<file path="src/rtl/tick_pkg.sv">
package tick_pkg;
  typedef enum logic [1:0] {
    SEL_CTRL    = 2'd0,
    SEL_RELOAD  = 2'd1,
    SEL_CURRENT = 2'd2,
    SEL_CALIB   = 2'd3
  } reg_sel_e;

  localparam int BIT_EN   = 0;
  localparam int BIT_IE   = 1;
  localparam int BIT_SRC  = 2;
  localparam int BIT_FLAG = 16;
endpackage

</file>
<file path="src/rtl/tick_prescale.sv">
module tick_prescale #(
  parameter int PRE_W = 2
) (
  input  logic clk,
  input  logic rst_n,
  output logic strobe
);
  logic [PRE_W-1:0] pre;

  always_ff @(posedge clk or negedge rst_n) begin
    if (!rst_n) pre <= '0;
    else        pre <= pre + PRE_W'(1);
  end

  assign strobe = &pre;
endmodule

</file>
<file path="src/rtl/tick_ctrl_regs.sv">
module tick_ctrl_regs #(
  parameter int CNT_W = 24
) (
  input  logic             clk,
  input  logic             rst_n,
  input  logic             wr_ctrl,
  input  logic             wr_reload,
  input  logic [CNT_W-1:0] wdata,
  output logic             en,
  output logic             ie,
  output logic             src,
  output logic [CNT_W-1:0] reload
);
  import tick_pkg::*;

  always_ff @(posedge clk or negedge rst_n) begin
    if (!rst_n) begin
      en  <= 1'b0;
      ie  <= 1'b0;
      src <= 1'b0;
    end else if (wr_ctrl) begin
      en  <= wdata[BIT_EN];
      ie  <= wdata[BIT_IE];
      src <= wdata[BIT_SRC];
    end
  end

  always_ff @(posedge clk or negedge rst_n) begin
    if (!rst_n)         reload <= '0;
    else if (wr_reload) reload <= wdata;
  end

  // the control fields only change on a control-word write
  assert_ctrl_hold_R3: assert property (@(posedge clk) disable iff (!rst_n)
    !wr_ctrl |=> ($stable(en) && $stable(ie) && $stable(src)));
endmodule

</file>
<file path="src/rtl/tick_counter.sv">
module tick_counter #(
  parameter int CNT_W = 24
) (
  input  logic             clk,
  input  logic             rst_n,
  input  logic             en,
  input  logic             ie,
  input  logic             tick_en,
  input  logic [CNT_W-1:0] reload,
  input  logic             clr,
  input  logic             flag_rd,
  output logic [CNT_W-1:0] count,
  output logic             flag,
  output logic             irq
);
  logic step;
  logic wrap;

  assign step = en && tick_en;
  assign wrap = step && (count == CNT_W'(1)) && !clr;

  always_ff @(posedge clk or negedge rst_n) begin
    if (!rst_n)    count <= '0;
    else if (clr)  count <= '0;
    else if (step) count <= (count == '0) ? reload : count - CNT_W'(1);
  end

  // set wins over a same-cycle read clear; a count write clears everything
  always_ff @(posedge clk or negedge rst_n) begin
    if (!rst_n)       flag <= 1'b0;
    else if (clr)     flag <= 1'b0;
    else if (wrap)    flag <= 1'b1;
    else if (flag_rd) flag <= 1'b0;
  end

  always_ff @(posedge clk or negedge rst_n) begin
    if (!rst_n) irq <= 1'b0;
    else        irq <= wrap && ie;
  end

  assert_irq_width_R9: assert property (@(posedge clk) disable iff (!rst_n)
    irq |=> !irq);
  assert_irq_at_zero_R9: assert property (@(posedge clk) disable iff (!rst_n)
    irq |-> (count == '0) && flag);
  assert_count_write_R7: assert property (@(posedge clk) disable iff (!rst_n)
    clr |=> (count == '0) && !flag && !irq);
  assert_flag_sticky_R6: assert property (@(posedge clk) disable iff (!rst_n)
    (flag && !flag_rd && !clr) |=> flag);
  assert_flag_rise_R6: assert property (@(posedge clk) disable iff (!rst_n)
    $rose(flag) |-> (count == '0));
  assert_reload_load_R5: assert property (@(posedge clk) disable iff (!rst_n)
    (step && count == '0 && !clr) |=> count == $past(reload));
  assert_zero_park_R8: assert property (@(posedge clk) disable iff (!rst_n)
    (reload == '0 && count == '0) |=> count == '0);
  assert_freeze_R10: assert property (@(posedge clk) disable iff (!rst_n)
    (!en && !clr) |=> $stable(count));
endmodule

</file>
<file path="src/rtl/tick_timer.sv">
module tick_timer #(
  parameter int          CNT_W     = 24,
  parameter int          DATA_W    = 32,
  parameter int          PRE_W     = 2,
  parameter logic [23:0] CAL_VALUE = 24'd2499
) (
  input  logic              clk,
  input  logic              rst_n,
  input  logic [1:0]        bus_addr,
  input  logic              bus_wr,
  input  logic [DATA_W-1:0] bus_wdata,
  input  logic              bus_rd,
  output logic [DATA_W-1:0] bus_rdata,
  output logic              irq
);
  import tick_pkg::*;

  localparam int PAD_W = DATA_W - CNT_W;

  reg_sel_e         sel;
  logic             en, ie, src, strobe, tick_en, flag;
  logic [CNT_W-1:0] reload, count;
  logic             wr_ctrl, wr_reload, wr_count, rd_ctrl;
  logic             unused_wdata_hi;

  assign sel       = reg_sel_e'(bus_addr);
  assign wr_ctrl   = bus_wr && (sel == SEL_CTRL);
  assign wr_reload = bus_wr && (sel == SEL_RELOAD);
  assign wr_count  = bus_wr && (sel == SEL_CURRENT);
  assign rd_ctrl   = bus_rd && (sel == SEL_CTRL);
  assign unused_wdata_hi = ^bus_wdata[DATA_W-1:CNT_W];

  tick_prescale #(.PRE_W(PRE_W)) u_pre (
    .clk(clk), .rst_n(rst_n), .strobe(strobe)
  );

  assign tick_en = src ? 1'b1 : strobe;

  tick_ctrl_regs #(.CNT_W(CNT_W)) u_regs (
    .clk(clk), .rst_n(rst_n), .wr_ctrl(wr_ctrl), .wr_reload(wr_reload),
    .wdata(bus_wdata[CNT_W-1:0]), .en(en), .ie(ie), .src(src), .reload(reload)
  );

  tick_counter #(.CNT_W(CNT_W)) u_cnt (
    .clk(clk), .rst_n(rst_n), .en(en), .ie(ie), .tick_en(tick_en),
    .reload(reload), .clr(wr_count), .flag_rd(rd_ctrl),
    .count(count), .flag(flag), .irq(irq)
  );

  always_comb begin
    bus_rdata = '0;
    if (bus_rd) begin
      unique case (sel)
        SEL_CTRL: begin
          bus_rdata[BIT_EN]   = en;
          bus_rdata[BIT_IE]   = ie;
          bus_rdata[BIT_SRC]  = src;
          bus_rdata[BIT_FLAG] = flag;
        end
        SEL_RELOAD:  bus_rdata = {{PAD_W{1'b0}}, reload};
        SEL_CURRENT: bus_rdata = {{PAD_W{1'b0}}, count};
        SEL_CALIB:   bus_rdata = {{PAD_W{1'b0}}, CAL_VALUE[CNT_W-1:0]};
        default:     bus_rdata = '0;
      endcase
    end
  end

  // on the divided source, no count change between prescaler strobes
  assert_slow_cadence_R4: assert property (@(posedge clk) disable iff (!rst_n)
    (en && !src && !strobe && !wr_count) |=> $stable(count));
  // upper bits of the count and reload never show up on the bus
  assert_upper_zero_R11: assert property (@(posedge clk) disable iff (!rst_n)
    (bus_rd && sel != SEL_CTRL) |-> bus_rdata[DATA_W-1:CNT_W] == '0);
endmodule

</file>
<file path="config.mk">
export PLATFORM = sky130hd
export DESIGN_NAME = tick_timer
export DESIGN_NICKNAME = d
export VERILOG_FILES = /design/src/rtl/tick_pkg.sv /design/src/rtl/tick_prescale.sv /design/src/rtl/tick_ctrl_regs.sv /design/src/rtl/tick_counter.sv /design/src/rtl/tick_timer.sv
export SDC_FILE = /design/constraint.sdc
export NUM_CORES = 1
export LEC_CHECK = 0
export BUFFER_PORTS_ARGS = -buffer_cell sky130_fd_sc_hd__buf_2
export CORE_UTILIZATION = 24
export DETAILED_ROUTE_END_ITERATION = 7
export PLACE_DENSITY = 0.41
export SYNTH_ARGS = -nofsm -noshare
export SYNTH_HDL_FRONTEND = slang
export SYNTH_HIERARCHICAL = 1
export SYNTH_SLANG_ARGS = --single-unit
</file>
<file path="constraint.sdc">
create_clock -name clk -period 2.45 [get_ports clk]
set_input_delay 0.245 -clock clk [delete_from_list [all_inputs] [get_ports clk]]
set_output_delay 0.245 -clock clk [all_outputs]
set_load 0.03 [all_outputs]
</file>
==> summary.txt, run 1 <==
status -> complete, no violations
DRC -> 0
period utilization -> 93.1%
effective utilization at floorplan -> 24.5%
ranking of synthesized cells by area -> dfrtp_1 (39%), mux2_4 (8.5%), nor2_1 (4.3%)
area grow syn2layout -> 22.2%
Hold Vio Cnt, Final -> 0
logic gate share of total power -> 42.5%
routed vias/inst -> 5.00
worst r2r src -> u_cnt/count[6]
Most used DFF post-synth -> dfrtp_1
Worst-Skew Late Latency -> 310 ps
hold crit path type -> primary input to flip-flop
gr ovfl total -> 0
Worst-path clk slew -> 70 ps
setup violators final -> 0
core area -> 14500 um^2
GRT Overall Usage -> 15.4%
hold_ws -> 165 ps
H-Tree Depth -> 2
Ys Warns -> 6
critical path endpoint category -> flip-flop
Internal Power -> 0.00246 W
critical path class -> flip-flop to flip-flop
gpl congestion -> 0.840
Gate Count Post-Synth -> 353
Period minus WS final -> 2280 ps
Fin Clk Skew -> 7.18 ps
Port-buffer cells -> 54
Site Rows -> 44
CTS Buffer Depth -> 2
Hold Path Origin -> bus_wdata[13]
Max-Cap Viols -> 0
initial antenna violation count -> 0
RSZ-0062 raised after global routing -> false
post-route ant nets -> 0
Reg2Reg Setup Slack -> 170 ps
WL final -> 10900 um
CTS tree -> done
number of global-route vias before repair -> 3095
crit path max fanout -> 10
largest net degree at the start of global routing -> 32
Post-synth EDFFs -> 0
Die X -> 124 um
Synth top area share -> 38.8%
Die Ht -> 124 um
Detail Placement HPWL -> 8190 um
number of CTS-inserted buffers -> 5
I/O Pins -> 71
Slew Viols, Final -> 0
Rel. slew slack -> 53.8%
synth cell count leaders -> dfrtp_1 (55), nor2_1 (41), mux2_4 (20)
clock share of power -> 23.1%
DIE AREA -> 15300 um^2
FFs w/ async S/R, synth -> 100%
Worst EP arrival -> 2480 ps
postcts setup bufs -> 0
layout cell share with drive strength beyond 1 -> 31.9%
Seq/Total Area, Yosys -> 38.8%
Flop pwr share -> 34.3%
clk root buf -> clkbuf_16
final setup TNS -> 0 ps
Sw Ratio -> 39.1%
nets -> 475
DR WL/cell -> 17.8 um
Mean Syn Cell Area -> 10.0 um^2
startpoint types -> flip-flop
Critical path origin -> u_cnt/count[6]
first-pass detailed-route iteration total -> 4
routed via count -> 3064
Synth Cell Area -> 3540 um^2
Slew @ Worst Pin -> 693 ps
IR drop worst, VDD -> 306 uV
Synth area leader -> dfrtp_1
WP data required -> 2650 ps
dpl ws -> 187 ps
clock tree sinks -> 55
Detailed Route Iter0 Violations -> 174
first-pass GRT wire length -> 17500 um
Sw Pwr -> 0.00158 W
final worst setup slack -> 169 ps
Leak -> 1.97 nW
pwr/cell area -> 934 nW/um^2
Yosys reg bits -> 55
count leader, synth -> dfrtp_1
# diodes -> 0
Netlist cell types -> 59
FMAX -> 438 MHz
final core occ -> 29.9%
-- registers in the layout (all words and copies together) (netlist names) --
| register | flops |
|---|---|
| u_cnt/irq | 1 |
| u_pre/pre | 2 |
| u_regs/reload | 24 |
| u_regs/ie | 1 |
| u_cnt/flag | 1 |
| u_regs/en | 1 |
| u_regs/src | 1 |
| u_cnt/count | 24 |
-- power groups by stage --
stage	logic, W	clock network [W]	registers (W)
after floorplan	0.00110	0	0.00137
after global placement	0.00170	0	0.00141
after detailed placement	0.00170	0	0.00140
after CTS	0.00171	0.000977	0.00139
after global routing	0.00190	0.00101	0.00143
final	0.00172	0.000936	0.00139
-- worst max-delay path, stage by stage (launching register included) --
cell and delay [ps]:
dfrtp_1 460, nor4_4 480, nand3_2 190, or3_4 510
mux2_1 330, a32o_1 210
-- metrics by stage --
step                total power (W)  instance area [um^2]  cells
floorplan                   0.00248                  3570    360
global placement            0.00311                  4130    604
detailed placement          0.00310                  4130    604
CTS                         0.00408                  4330    613
global route                0.00434                  4330    613
finish                      0.00405                  4330    613
-- cells by family after synthesis --
group | count (synthesis) | synth area share (%)
AND/OR/NAND/NOR | 115 | 17.6
flip-flops | 55 | 38.8
adder cells (fa/ha/maj) | 9 | 3.18
other | 1 | 0.106
buffers and inverters | 48 | 8.61
AO/OA/AOI/OAI | 91 | 18.9
multiplexers | 34 | 12.7
-- routing by layer --
metal  part of all wire (%)  GRT usage [%]  vias up
met3                    4.3           2.35       12
met2                     46           24.2       80
li1                       -              -     1460
met5                      0              0        -
met1                     48           21.1     1512
met4                    1.4           6.02        0
-- layout by cell type, fill, tap and decap left out, types with 2 or more instances in the layout --
cell / synthesis / routed
nor3_1: 15 / 15
nor4_2: 2 / 2
nand3_1: 5 / 5
inv_1: 18 / 18
o31ai_1: 3 / 3
and2_1: 5 / 5
bufinv_16: 0 / 2
clkbuf_16: 0 / 5
buf_4: 8 / 34
or4_1: 4 / 4
o21ai_0: 11 / 11
a32oi_1: 2 / 2
nand4_1: 5 / 5
mux2i_1: 6 / 6
nor3_2: 2 / 2
o22ai_1: 4 / 4
o41ai_1: 5 / 5
or3_1: 5 / 5
nand2_1: 11 / 11
mux2_4: 20 / 20
nor2_1: 41 / 41
a21oi_1: 10 / 10
a211oi_1: 6 / 6
o32ai_1: 6 / 6
conb_1: 1 / 8
ha_1: 9 / 9
o2bb2ai_1: 2 / 2
mux2_2: 7 / 7
buf_2: 5 / 54
a22oi_1: 17 / 17
a221oi_1: 10 / 10
buf_12: 2 / 2
nor4_1: 5 / 5
o21ai_1: 4 / 4
dfrtp_1: 55 / 55
nor2b_1: 5 / 5
-- worst paths after layout --
kind,to,cells after the start
worst max-delay path,u_cnt/count[2],5
worst min-delay path,u_regs/reload[13],2
worst max register to register,u_cnt/count[2],5
worst min register to register,u_pre/pre[0],1
max in group asynchronous,u_regs/reload[0],3
min in group asynchronous,u_cnt/count[11],2
-- timing repair --
action,CTS,global route
gates resized for setup,0,1
hold buffers,1,0
endpoints found under the setup margin,0,1
endpoints found under the hold margin,6,0
-- cell type report --
type	count	area [um^2]
Clock buffer	6	129
Inverter	18	67.6
Tap cell	184	230
Sequential cell	55	1380
Multi-Input combinational cell	257	1890
Timing Repair Buffer	91	576
Fill cell	1541	10100
Clock inverter	2	60.1
Power figures use the tool's default switching activity.
==> inputs of run 2 (changes only) <==
--- a/config.mk
+++ b/config.mk
@@ -8,7 +8,7 @@
 export BUFFER_PORTS_ARGS = -buffer_cell sky130_fd_sc_hd__buf_2
 export CORE_UTILIZATION = 24
 export DETAILED_ROUTE_END_ITERATION = 7
-export PLACE_DENSITY = 0.41
+export PLACE_DENSITY_LB_ADDON = 0.2
 export SYNTH_ARGS = -nofsm -noshare
 export SYNTH_HDL_FRONTEND = slang
 export SYNTH_HIERARCHICAL = 1
==> run 2 against run 1 <==
Effect of this change: the run now ends with DRC, hold timing left; first-iteration DRC count is 33% higher; wire length is 2.4% lower; register-to-register slack hardly changed; cell count is 1.5% lower; sequential cell count stayed put; largest cell class unchanged; cell area is 1.8% lower; sequential share of layout area is 0.58 points higher; critical path depth stayed put; die area stayed put.
==> summary.txt, run 2 (synthesis results as in run 1) <==
status -> finished with violations
violated checks -> DRC, hold timing
Crit Reg-Reg Endpoint -> u_cnt/count[2]
Rel. slew slack -> 54.3%
H-Tree Depth -> 2
Period minus WS final -> 2270 ps
I/O Pins -> 71
Slew @ Worst Pin -> 686 ps
post-route ant nets -> 0
Detail Placement HPWL -> 7860 um
most frequent cells in the layout -> dfrtp_1 (55), buf_2 (54), nor2_1 (41)
clk root buf -> clkbuf_16
number of CTS-inserted buffers -> 5
Reg2Reg Setup Slack -> 180 ps
Pwr Total -> 0.00392 W
final core occ -> 29.4%
number of global-route vias before repair -> 2987
GRT Overall Usage -> 14.7%
startpoint types -> flip-flop
period utilization -> 92.7%
Slew Viols, Final -> 0
nets -> 466
clock tree sinks -> 55
crit path max fanout -> 9
Flop pwr share -> 36.1%
core area -> 14500 um^2
Leak -> 1.92 nW
Port-buffer cells -> 54
Sw Pwr -> 0.00157 W
pwr/cell area -> 921 nW/um^2
layout cell share with drive strength beyond 1 -> 30.7%
routed via count -> 3001
WP data required -> 2640 ps
CTS tree -> done
worst r2r src -> u_cnt/count[6]
Internal Power -> 0.00235 W
commonest non-fill, non-tap cell in the layout -> dfrtp_1
setup violators final -> 0
routed vias/inst -> 4.97
FMAX -> 440 MHz
initial antenna violation count -> 0
Max-Cap Viols -> 0
Post-CTS Resized -> 0
Die Ht -> 124 um
Site Rows -> 44
largest net degree at the start of global routing -> 30
critical path endpoint category -> flip-flop
logic gate share of total power -> 41.9%
area grow syn2layout -> 20.0%
Detailed Route Iter0 Violations -> 232
CTS Buffer Depth -> 2
postcts setup bufs -> 0
gpl congestion -> 0.864
IR drop worst, VDD -> 322 uV
RSZ-0062 raised after global routing -> false
Sw Ratio -> 40.0%
DIE AREA -> 15300 um^2
first-pass GRT wire length -> 16800 um
effective utilization at floorplan -> 24.5%
Worst EP arrival -> 2460 ps
cts hold-fix bufs -> 0
largest registers -> u_cnt/count: 24 flops, u_regs/reload: 24 flops, u_pre/pre: 2 flops
Worst-path clk slew -> 80 ps
# diodes -> 0
hold_ws -> -19.5 ps
DRC -> 1
Hold Vio Cnt, Final -> 25
gr ovfl total -> 0
Reg2Reg Depth -> 5
DR WL/cell -> 17.6 um
Die X -> 124 um
Fin Clk Skew -> 7.00 ps
clock share of power -> 22.0%
critical path class -> flip-flop to flip-flop
first-pass detailed-route iteration total -> 6
hold crit path type -> primary input to asynchronous set/reset pin
WL final -> 10700 um
final setup TNS -> 0 ps
Worst-Skew Late Latency -> 300 ps
## run 2: cell count changes in the layout (fill, tap and decap cells not counted)
cell / previous run / this run
buf_12: 2 / 3
buf_4: 34 / 25
bufinv_16: 2 / 1
clkbuf_1: 1 / 0
clkbuf_8: 0 / 1
clkinv_2: 0 / 1
dlygate4sd3_1: 1 / 0
nor3b_1: 1 / 2
nor3b_2: 1 / 0
## run 2: worst max-delay path by stage
stage | start | endpoint | cells past startpoint | slack [ps]
3_3_place_gp | u_cnt/count[6] | u_cnt/count[2] | 5 | 220
3_5_place_dp | u_cnt/count[6] | u_cnt/count[2] | 5 | 200
6_report | u_cnt/count[6] | u_cnt/count[2] | 5 | 180
2_1_floorplan | bus_addr[0] | u_cnt/count[19] | 10 | 450
4_1_cts | u_cnt/count[6] | u_cnt/count[2] | 5 | 200
5_1_grt | u_cnt/count[1] | u_cnt/count[16] | 7 | 60
## run 2: layout make-up
type	instances	area, um^2
fillers	1568	10200
multi-input cells	257	1890
flip-flops and latches	55	1380
repair buffers	82	518
well taps	184	230
clock buffers	6	139
inverters	18	67.6
clock inverters	2	35.0
## run 2: per-layer routing
metal | global-route usage (%) | vias up | part of all wire [%]
met5 | 0 | - | 0
met4 | 3.39 | 0 | 0.84
met3 | 2.54 | 7 | 4.1
met2 | 23.6 | 79 | 46
met1 | 20.4 | 1473 | 49
li1 | - | 1442 | -
## run 2: power by group through the flow
stage,Sequential (W),Clock [W],Combinational [W]
after floorplan,0.00137,0,0.00110
after global placement,0.00142,0,0.00162
after detailed placement,0.00143,0,0.00163
after CTS,0.00141,0.000893,0.00164
after global routing,0.00145,0.000926,0.00182
final,0.00141,0.000862,0.00164
## run 2: metrics by stage
| stage | hold WS (ps) | setup WS, ps | area [um^2] | std cells |
|---|---|---|---|---|
| floorplan | -50.6 | 451 | 3570 | 360 |
| global placement | 334 | 216 | 4080 | 596 |
| detailed placement | 324 | 200 | 4080 | 596 |
| CTS | 9.52 | 196 | 4260 | 604 |
| global route | 31.6 | 56.2 | 4260 | 604 |
| finish | -19.5 | 178 | 4260 | 604 |
## run 2: worst max-delay path, stage by stage, from the launching register on
cell	delay, ps
dfrtp_1	450
nor4_4	490
nand3_2	190
or3_4	490
mux2_1	330
a32o_1	210
==> inputs of run 3 (changes only) <==
--- a/config.mk
+++ b/config.mk
@@ -8,7 +8,9 @@
 export BUFFER_PORTS_ARGS = -buffer_cell sky130_fd_sc_hd__buf_2
 export CORE_UTILIZATION = 24
 export DETAILED_ROUTE_END_ITERATION = 7
+export HOLD_SLACK_MARGIN = 0.03
 export PLACE_DENSITY_LB_ADDON = 0.2
+export SLEW_MARGIN = 20
 export SYNTH_ARGS = -nofsm -noshare
 export SYNTH_HDL_FRONTEND = slang
 export SYNTH_HIERARCHICAL = 1
==> constraint.sdc (replaced) <==
create_clock -name clk -period 1.9 [get_ports clk]
set_input_delay 0.19 -clock clk [delete_from_list [all_inputs] [get_ports clk]]
set_output_delay 0.19 -clock clk [all_outputs]
set_load 0.03 [all_outputs]
==> run 3 against run 2 <==
Effect of this change: the flow finishes with violations (DRC, setup timing); highest routed layer unchanged; critical endpoint is now u_cnt/count[23]; critical path type unchanged; core utilization is 4.8 points higher; largest cell class unchanged; sequential power is 26% higher; maximum frequency increased by 14%; clock power grew 19%.
==> summary.txt, run 3 (synthesis results as in run 1) <==
routed vias/inst -> 4.85
Worst-Skew Late Latency -> 310 ps
Max-Cap Viols -> 0
area grow syn2layout -> 39.8%
clock tree sinks -> 55
clk root buf -> clkbuf_16
Period minus WS final -> 1980 ps
DR WL/cell -> 17.3 um
DRC -> 1
Placed Area -> 4490 um^2
critical path class -> flip-flop to flip-flop
GR peak layer -> met2
H-Tree Depth -> 2
Die Ht -> 124 um
final worst setup slack -> -83.9 ps
layout cell share with drive strength beyond 1 -> 46.7%
hold crit path type -> primary input to flip-flop
fin area -> 4950 um^2
CTS Buffer Depth -> 2
routing usage on met3 -> 2.54%
period utilization -> 104%
Detail Placement HPWL -> 8290 um
Crit-path slowest cell -> or4_4
Bufs and invs on worst path -> 1
effective utilization at floorplan -> 24.5%
first-pass detailed-route iteration total -> 6
setup violators final -> 11
Detailed Route Iter0 Violations -> 137
Site Rows -> 44
met2 Track Usage GR -> 26.1%
routed via count -> 3211
Largest stage delay, worst path -> 540 ps
WL final -> 11400 um
dpl ws -> -94.0 ps
commonest non-fill, non-tap cell in the layout -> buf_4
number of CTS-inserted buffers -> 5
IR drop worst, VDD -> 435 uV
Slew Viols, Final -> 0
gpl congestion -> 0.841
Port-buffer cells -> 54
core area -> 14500 um^2
FMAX -> 504 MHz
pwr/cell area -> 1250 nW/um^2
most frequent cells in the layout -> buf_4 (75), buf_2 (54), dfrtp_1 (54)
RSZ-0062 raised after global routing -> true
Die X -> 124 um
DIE AREA -> 15300 um^2
number of global-route vias before repair -> 3370
# diodes -> 0
CTS tree -> done
post-route ant nets -> 0
CP top delay family -> simple AND/OR/NAND/NOR gates
hold_ws -> 107 ps
nets -> 524
Hold Vio Cnt, Final -> 0
largest net degree at the start of global routing -> 56
first-pass GRT wire length -> 18200 um
initial antenna violation count -> 0
critical path endpoint category -> flip-flop
startpoint types -> flip-flop
met1 usage -> 21.0%
status -> finished with violations
WP data required -> 2090 ps
violated checks -> DRC, setup timing
Worst-path clk slew -> 70 ps
Worst EP arrival -> 2180 ps
Leak -> 2.26 nW
largest registers -> u_cnt/count: 24 flops, u_regs/reload: 24 flops, u_pre/pre: 2 flops
final setup TNS -> -412 ps
Critical Path, Cell by Cell -> nor4_4, buf_6, nand4_1, or4_4, a32oi_2, o21ai_1
GRT Overall Usage -> 15.9%
I/O Pins -> 71
Fin Clk Skew -> 7.96 ps
gr ovfl total -> 0
crit path max fanout -> 5
-- run 3: final timing paths --
kind                                startpoint  cells after the start                end  slack (ps)
worst min register to register    u_pre/pre[0]                      1       u_pre/pre[0]         430
max in group asynchronous                rst_n                      3     u_cnt/count[2]        1210
worst max-delay path            u_cnt/count[5]                      6    u_cnt/count[23]         -80
worst max register to register  u_cnt/count[5]                      6    u_cnt/count[23]         -80
worst min-delay path             bus_wdata[23]                      2  u_regs/reload[23]         110
min in group asynchronous                rst_n                      3   u_regs/reload[4]         400
-- run 3: repair_timing --
action / in CTS / in global routing
pin swaps: 6 / 13
hold buffers: 1 / 0
gates resized for setup: 18 / 36
setup endpoints to repair: 18 / 25
hold endpoints to repair: 55 / 0
buffers inserted: 2 / 4
-- run 3: routing by layer --
layer / share of wire (%) / vias up / wire length [um]
met1: 48 / 1568 / 5440
met4: 2.1 / 0 / 240
met5: 0 / - / 0
met2: 46 / 70 / 5300
met3: 3.8 / 16 / 437
li1: - / 1557 / -
-- run 3: power breakdown --
group / internal (W) / switching (W)
clock network: 0.000564 / 0.000462
registers: 0.00146 / 0.000324
logic: 0.00172 / 0.00168
total: 0.00374 / 0.00247
-- run 3: final cells by class --
| class | count | area [um^2] |
|---|---|---|
| repair buffers | 140 | 991 |
| multi-input cells | 257 | 2130 |
| flip-flops and latches | 55 | 1380 |
| clock buffers | 8 | 156 |
| fillers | 1493 | 9520 |
| inverters | 18 | 67.6 |
| well taps | 184 | 230 |
-- run 3: per-stage QoR --
step	cells	power, W	util (%)
6_report	662	0.00621	34.2
5_1_grt	662	0.00661	34.2
4_1_cts	658	0.00589	32.8
3_5_place_dp	647	0.00464	31.0
3_3_place_gp	647	0.00464	31.0
2_1_floorplan	360	0.00322	-
